**src/rtl/rdchain_pkg.sv**
```systemverilog
`timescale 1ns/1ps
package rdchain_pkg;
  typedef enum logic [1:0] {
    ST_IDLE = 2'd0,
    ST_SEND = 2'd1,
    ST_PASS = 2'd2
  } chip_st_e;
endpackage

```
**src/rtl/rdchain_rstsync.sv**
```systemverilog
`timescale 1ns/1ps
module rdchain_rstsync (
  input  logic clk,
  input  logic rst_n,
  output logic rst_sync_n
);
  logic s1_q, s2_q;

  always_ff @(posedge clk or negedge rst_n) begin
    if (!rst_n) begin
      s1_q <= 1'b0;
      s2_q <= 1'b0;
    end else begin
      s1_q <= 1'b1;
      s2_q <= s1_q;
    end
  end

  assign rst_sync_n = s2_q;
endmodule

```
**src/rtl/rdchain_chip.sv**
```systemverilog
`timescale 1ns/1ps
module rdchain_chip #(
  parameter int CW      = 6,
  parameter int DW      = 16,
  parameter int TMO_CYC = 160000
) (
  input  logic          clk,
  input  logic          rst_n,
  input  logic          tok_i,
  input  logic [CW-1:0] cnt_i,
  input  logic [DW-1:0] base_i,
  input  logic          grant_i,
  output logic          tok_o,
  output logic          valid_o,
  output logic [DW-1:0] data_o,
  output logic          pwr_o,
  output logic          err_o
);
  import rdchain_pkg::*;

  localparam int TW = $clog2(TMO_CYC + 1);
  localparam logic [TW-1:0] TMO_LAST = TW'(TMO_CYC - 1);

  chip_st_e      st_q, st_d;
  logic [CW-1:0] n_q, n_d;
  logic [CW-1:0] idx_q, idx_d;
  logic [TW-1:0] tmo_q, tmo_d;
  logic          err_q, err_d;
  logic          en;

  // Registers move only while the chip holds or receives the token.
  assign en = (st_q != ST_IDLE) || tok_i;

  always_comb begin
    st_d  = st_q;
    n_d   = n_q;
    idx_d = idx_q;
    tmo_d = tmo_q;
    err_d = err_q;
    unique case (st_q)
      ST_IDLE: begin
        if (tok_i) begin
          n_d   = cnt_i;
          idx_d = '0;
          tmo_d = '0;
          err_d = 1'b0;
          st_d  = (cnt_i == '0) ? ST_PASS : ST_SEND;
        end
      end
      ST_SEND: begin
        tmo_d = tmo_q + TW'(1);
        if (grant_i) idx_d = idx_q + CW'(1);
        if (grant_i && (idx_q == n_q - CW'(1))) begin
          st_d = ST_PASS;
        end else if (tmo_q == TMO_LAST) begin
          st_d  = ST_PASS;
          err_d = 1'b1;
        end
      end
      ST_PASS: st_d = ST_IDLE;
      default: st_d = ST_IDLE;
    endcase
  end

  always_ff @(posedge clk or negedge rst_n) begin
    if (!rst_n) begin
      st_q  <= ST_IDLE;
      n_q   <= '0;
      idx_q <= '0;
      tmo_q <= '0;
      err_q <= 1'b0;
    end else if (en) begin
      st_q  <= st_d;
      n_q   <= n_d;
      idx_q <= idx_d;
      tmo_q <= tmo_d;
      err_q <= err_d;
    end
  end

  assign valid_o = (st_q == ST_SEND) && grant_i;
  assign data_o  = valid_o ? (base_i + DW'(idx_q)) : '0;
  assign tok_o   = (st_q == ST_PASS);
  assign pwr_o   = (st_q != ST_IDLE);
  assign err_o   = err_q;

  assert_pwr_drop_R2: assert property (@(posedge clk) disable iff (!rst_n)
    $fell(pwr_o) |-> $past(tok_o));

  assert_tok_pulse_R5: assert property (@(posedge clk) disable iff (!rst_n)
    tok_o |=> !tok_o);

  assert_empty_pass_R6: assert property (@(posedge clk) disable iff (!rst_n)
    (st_q == ST_IDLE && tok_i && cnt_i == '0) |=> (tok_o && !valid_o));

  assert_err_with_tok_R7: assert property (@(posedge clk) disable iff (!rst_n)
    $rose(err_o) |-> tok_o);
endmodule

```
**src/rtl/rdchain_ctrl.sv**
```systemverilog
`timescale 1ns/1ps
module rdchain_ctrl (
  input  logic clk,
  input  logic rst_n,
  input  logic start_i,
  input  logic tok_last_i,
  output logic tok_first_o,
  output logic busy_o,
  output logic done_o
);
  logic busy_q, busy_d;

  assign tok_first_o = start_i && !busy_q;
  assign done_o      = tok_last_i && busy_q;

  always_comb begin
    busy_d = busy_q;
    if (tok_first_o)  busy_d = 1'b1;
    else if (done_o)  busy_d = 1'b0;
  end

  always_ff @(posedge clk or negedge rst_n) begin
    if (!rst_n) busy_q <= 1'b0;
    else        busy_q <= busy_d;
  end

  assign busy_o = busy_q;

  assert_done_pulse_R9: assert property (@(posedge clk) disable iff (!rst_n)
    done_o |=> (!done_o && !busy_o));

  assert_start_busy_R1: assert property (@(posedge clk) disable iff (!rst_n)
    (start_i && busy_q) |-> !tok_first_o);
endmodule

```
**src/rtl/rdchain_busmux.sv**
```systemverilog
`timescale 1ns/1ps
module rdchain_busmux #(
  parameter int N  = 24,
  parameter int DW = 16
) (
  input  logic          clk,
  input  logic          rst_n,
  input  logic [N-1:0]  valid_v,
  input  logic [N*DW-1:0] data_v,
  output logic          valid_o,
  output logic [DW-1:0] data_o
);
  // Non-driving chips present zero, so an OR tree merges the bus.
  always_comb begin
    valid_o = 1'b0;
    data_o  = '0;
    for (int k = 0; k < N; k++) begin
      valid_o = valid_o | valid_v[k];
      data_o  = data_o | data_v[k*DW +: DW];
    end
  end

  assert_one_driver_R4: assert property (@(posedge clk) disable iff (!rst_n)
    $onehot0(valid_v));

  assert_idle_bus_R4: assert property (@(posedge clk) disable iff (!rst_n)
    !valid_o |-> (data_o == '0));
endmodule

```
**src/rtl/rdchain_top.sv**
```systemverilog
`timescale 1ns/1ps
module rdchain_top #(
  parameter int NCHIP   = 24,
  parameter int CW      = 6,
  parameter int DW      = 16,
  parameter int TMO_CYC = 160000
) (
  input  logic              clk,
  input  logic              rst_n,
  input  logic              start_i,
  input  logic [NCHIP*CW-1:0] ev_cnt_i,
  input  logic [NCHIP*DW-1:0] ev_base_i,
  input  logic              grant_i,
  output logic              tok_o,
  output logic [DW-1:0]     bus_data_o,
  output logic              bus_valid_o,
  output logic [NCHIP-1:0]  pwr_d_o,
  output logic [NCHIP-1:0]  err_o,
  output logic              busy_o,
  output logic              done_o
);
  logic               rst_s_n;
  logic [NCHIP:0]     tok_chain;
  logic [NCHIP-1:0]   valid_v;
  logic [NCHIP*DW-1:0] data_v;

  rdchain_rstsync rst_i (
    .clk        (clk),
    .rst_n      (rst_n),
    .rst_sync_n (rst_s_n)
  );

  rdchain_ctrl ctrl_i (
    .clk         (clk),
    .rst_n       (rst_s_n),
    .start_i     (start_i),
    .tok_last_i  (tok_chain[NCHIP]),
    .tok_first_o (tok_chain[0]),
    .busy_o      (busy_o),
    .done_o      (done_o)
  );

  for (genvar k = 0; k < NCHIP; k++) begin : g_chip
    rdchain_chip #(
      .CW      (CW),
      .DW      (DW),
      .TMO_CYC (TMO_CYC)
    ) chip_i (
      .clk     (clk),
      .rst_n   (rst_s_n),
      .tok_i   (tok_chain[k]),
      .cnt_i   (ev_cnt_i[k*CW +: CW]),
      .base_i  (ev_base_i[k*DW +: DW]),
      .grant_i (grant_i),
      .tok_o   (tok_chain[k+1]),
      .valid_o (valid_v[k]),
      .data_o  (data_v[k*DW +: DW]),
      .pwr_o   (pwr_d_o[k]),
      .err_o   (err_o[k])
    );
  end

  rdchain_busmux #(
    .N  (NCHIP),
    .DW (DW)
  ) mux_i (
    .clk     (clk),
    .rst_n   (rst_s_n),
    .valid_v (valid_v),
    .data_v  (data_v),
    .valid_o (bus_valid_o),
    .data_o  (bus_data_o)
  );

  assign tok_o = tok_chain[NCHIP];

  assert_pwr_onehot_R2: assert property (@(posedge clk) disable iff (!rst_s_n)
    $onehot0(pwr_d_o));
endmodule

```
**config.mk**
```make
export PLATFORM = sky130hd
export DESIGN_NAME = rdchain_top
export DESIGN_NICKNAME = d
export VERILOG_FILES = /design/src/rtl/rdchain_pkg.sv /design/src/rtl/rdchain_rstsync.sv /design/src/rtl/rdchain_chip.sv /design/src/rtl/rdchain_ctrl.sv /design/src/rtl/rdchain_busmux.sv /design/src/rtl/rdchain_top.sv
export SDC_FILE = /design/constraint.sdc
export NUM_CORES = 2
export LEC_CHECK = 0
export BUFFER_PORTS_ARGS = -buffer_cell sky130_fd_sc_hd__buf_2
export CELL_PAD_IN_SITES_DETAIL_PLACEMENT = 1
export CELL_PAD_IN_SITES_GLOBAL_PLACEMENT = 1
export CORE_MARGIN = 2
export CORE_UTILIZATION = 41
export CTS_CLUSTER_SIZE = 8
export DETAILED_ROUTE_END_ITERATION = 16
export PLACE_DENSITY = 0.89
export SETUP_SLACK_MARGIN = 0.3
export SYNTH_ARGS = -nofsm -noshare
export SYNTH_HDL_FRONTEND = slang
export SYNTH_SLANG_ARGS = --single-unit
```
**constraint.sdc**
```tcl
create_clock -name clk -period 22.9 [get_ports clk]
set_input_delay 4.58 -clock clk [delete_from_list [all_inputs] [get_ports clk]]
set_output_delay 4.58 -clock clk [all_outputs]
set_load 0.005 [all_outputs]
```
==> out/summary.md <==
### Outcome
* **status** finished clean

### CTS
* **cell at the root of the clock tree** clkbuf_16
* **clock latency at the later pin of the worst-skew pair** 770 ps
* **number of CTS-inserted buffers** 111
* **number of buffers inserted for hold repair after clock tree synthesis** 0
* **number of H-tree branching levels** 3
* **maximum count of clock buffers along a single path** 3
* **CTS clock-pin slew for the worst setup and hold paths** 50 ps
* **Resized Gates After CTS** 0
* **post-CTS setup buffer count** 0
* **CTS tree** done
* **clock tree sinks** 795

### Route
* **initial detailed-routing violation count** 4653
* **total wire length after detailed routing** 239000 um
* **vias post-DR** 51.7k
* **first drt pass iteration count** 8
* **Antenna Nets Post-Route** 0
* **ratio of routed vias to standard cells** 6.17
* **DRC Markers** 0
* **drt wl/cell** 28.5 um

### Placement
* **Placer Congestion** 1.08
* **pre-CTS setup slack** 9890 ps
* **post-DP HPWL** 190000 um
* **IO buf count** 599
* **placed standard-cell area** 0.0569 mm^2
* **placed instance count** 8154

### Global route
* **number of global-route vias before repair** 52.8k
* **initial antenna violation count** 199
* **All-Layer GR Usage** 0.357
* **global route overflow** 0
* **wire length of the first global-routing pass** 347000 um
* **largest net degree at the start of global routing** 176

### Floorplanning
* **I/O pins** 600
* **DIE WIDTH** 361 um
* **row count** 131
* **die outline area** 0.131 mm^2
* **height of the die** 361 um
* **Starting Density** 0.412
* **core footprint** 0.127 mm^2

### Yosys
* **post-synth top area cell** dfrtp_1
* **number of flip-flops and latches in the synthesized netlist** 795
* **fraction of synthesized cell area taken by the top area cell type** 0.380
* **synthesized area per cell** 8.65 um^2
* **number of flops mapped to enable cells by yosys** 0
* **fraction of registers with async set or reset after synthesis** 1.00
* **Commonest cells post-synth** dfrtp_1, nand2_1, nor2_1
* **Most used DFF post-synth** dfrtp_1
* **post-synthesis net count** 6828
* **count of synthesis-stage warnings from yosys** 0
* **Mapped Cells** 6056
* **dominant cells by area after synthesis** dfrtp_1, xor2_1, nand2_1, ha_1, nor2_1
* **number of unique standard cell types used by synthesis** 79
* **cell with the most instances after synthesis** dfrtp_1
* **fraction of the yosys area taken by sequential cells** 0.380
* **post-synth design cell area** 0.0524 mm^2

### Critical path
* **maximum fanout encountered on the critical timing path** 6
* **Worst Setup EP** bus_data_o[10]
* **sort of element at the start of the critical path** input port
* **worst r2r src** rst_i.rst_sync_n
* **arrival time at the worst endpoint** 8580 ps
* **critical path required time** 18320 ps
* **worst reg2reg endpoint** g_chip[21].chip_i.tmo_q[14]
* **CP Capture Type** output pin
* **logic depth of the worst register-to-register path** 4
* **beginning of the critical path** ev_base_i[112]
* **Crit Path Category** in -> out
* **minimum setup slack among reg-to-reg paths** 18200 ps

### Timing
* **worst path setup slack after routing** 9740 ps
* **final hold vios** 0
* **number of endpoints failing setup at the final stage** 0
* **Tmin final** 13160 ps
* **transition time of the tightest slew-check pin** 1230 ps
* **number of slew-limit violations in the final report** 0
* **final worst-path cycle share** 0.575
* **setup repair after global routing missed its margin** false
* **Sum Neg Setup Slack** 0 ps
* **Clock Skews** 37.6 ps
* **Max Fclk** 76.0 MHz
* **headroom to the max-slew limit** 0.176

### Finish
* **final instance area** 0.0601 mm^2
* **synthesis-to-finish area growth** 14.7%
* **final standard cell count with taps included and fillers excluded** 8383
* **nets** 7377
* **Fillers** 15.1k
* **share of final-layout standard cells stronger than drive strength 1** 0.133

### Power and ir drop
* **switching power as a share of total power** 0.445
* **Max VDD drop** 68.0 uV
* **leakage** 26.7 nW
* **clock network power share** 0.229
* **power share of the combinational group** 0.430
* **switching power** 0.00294 W
* **register share of total power** 0.341
* **power per standard cell area** 110 mW/mm^2
* **Int Pwr** 0.00367 W

### Flow run
* **maxcap violations** 0

### Hold path
* **path class of the lowest-slack min-delay path** reg -> reg

==> state kept, by name, summed over array words and instances, names as in the netlist <==
signal               count
ctrl_i.busy_o            1
g_chip.chip_i.err_o     24
g_chip.chip_i.idx_q    144
g_chip.chip_i.n_q      144
g_chip.chip_i.st_q      48
g_chip.chip_i.tmo_q    432
rst_i.rst_sync_n         1
rst_i.s1_q               1
==> layout by cell type (no fill, tap or decap), types with 40 or more instances in the layout <==
cell,n
nand2b_1,57
mux2i_1,50
nor4_1,50
nand4_1,196
o22ai_1,97
nand2_1,742
xor2_1,463
a211oi_1,91
buf_2,598
a31oi_1,42
xnor2_1,272
dfrtp_1,794
and3_1,117
nor2b_1,81
mux2_2,46
a22o_1,40
diode_2,100
a21o_1,45
nor3_1,171
and2_1,46
nand3_1,312
ha_1,216
or3_1,53
inv_1,129
nor2_1,683
a21oi_1,172
or2_2,44
clkbuf_16,111
o21ai_0,385
==> worst min-delay path by stage <==
stage | endpoint | slack (ps) | startpoint | cells after the start
after global routing | rst_i.rst_sync_n | 370 | rst_i.s1_q | 0
after detailed placement | rst_i.rst_sync_n | 340 | rst_i.s1_q | 0
final | rst_i.rst_sync_n | 350 | rst_i.s1_q | 0
after floorplan | rst_i.rst_sync_n | 330 | rst_i.s1_q | 0
after CTS | rst_i.rst_sync_n | 350 | rst_i.s1_q | 0
after global placement | rst_i.rst_sync_n | 340 | rst_i.s1_q | 0
==> final cells by class <==
type | instances | area, um^2 | area share
Antenna cell | 100 | 250 | 0.00416
Clock buffer | 121 | 2840 | 0.0472
Clock inverter | 8 | 135 | 0.00225
Inverter | 129 | 484 | 0.00806
Multi-Input combinational cell | 4929 | 31100 | 0.517
Sequential cell | 795 | 19900 | 0.331
Tap cell | 1662 | 2080 | 0.0346
Timing Repair Buffer | 639 | 3330 | 0.0553
==> power by group through the flow <==
stage / Clock [W] / Combinational, W / Sequential, W
after floorplan: 0 / 0.00177 / 0.00212
after global placement: 0 / 0.00260 / 0.00221
after detailed placement: 0 / 0.00274 / 0.00225
after CTS: 0.00154 / 0.00278 / 0.00224
after global routing: 0.00158 / 0.00305 / 0.00231
final: 0.00151 / 0.00284 / 0.00225
==> kinds of logic after synthesis <==
family,share of synthesized area
and+or+nand+nor,0.248
AOI/OAI and AO/OA,0.142
DFF,0.380
xor gates and xnor gates,0.123
buffers and inverters,0.0272
adders and majority gates,0.0608
muxes,0.0194
other,0.0000716
==> per-stage QoR <==
stage | hold slack [ps] | util | total power, W
5_1_grt | 368 | 0.472 | 0.00695
6_report | 350 | 0.473 | 0.00661
2_1_floorplan | 331 | - | 0.00389
3_3_place_gp | 337 | 0.447 | 0.00481
4_1_cts | 352 | 0.471 | 0.00656
3_5_place_dp | 340 | 0.447 | 0.00498
==> routing by layer <==
layer,vias to the layer above,part of all wire,track usage
met5,-,0.0043,0
met4,158,0.065,0.208
met3,730,0.12,0.141
met2,2105,0.44,0.548
met1,26000,0.38,0.425
li1,22800,-,-
==> worst max-delay path: stages <==
cell	delay, ps
buf_2	100
ha_1	240
fa_1	420
a21o_1	170
a21oi_1	250
o21bai_1	100
a21oi_1	440
nor2b_1	120
xor2_1	260
a2111oi_0	990
nand4_1	580
buf_2	310
Power figures use the tool's default switching activity.
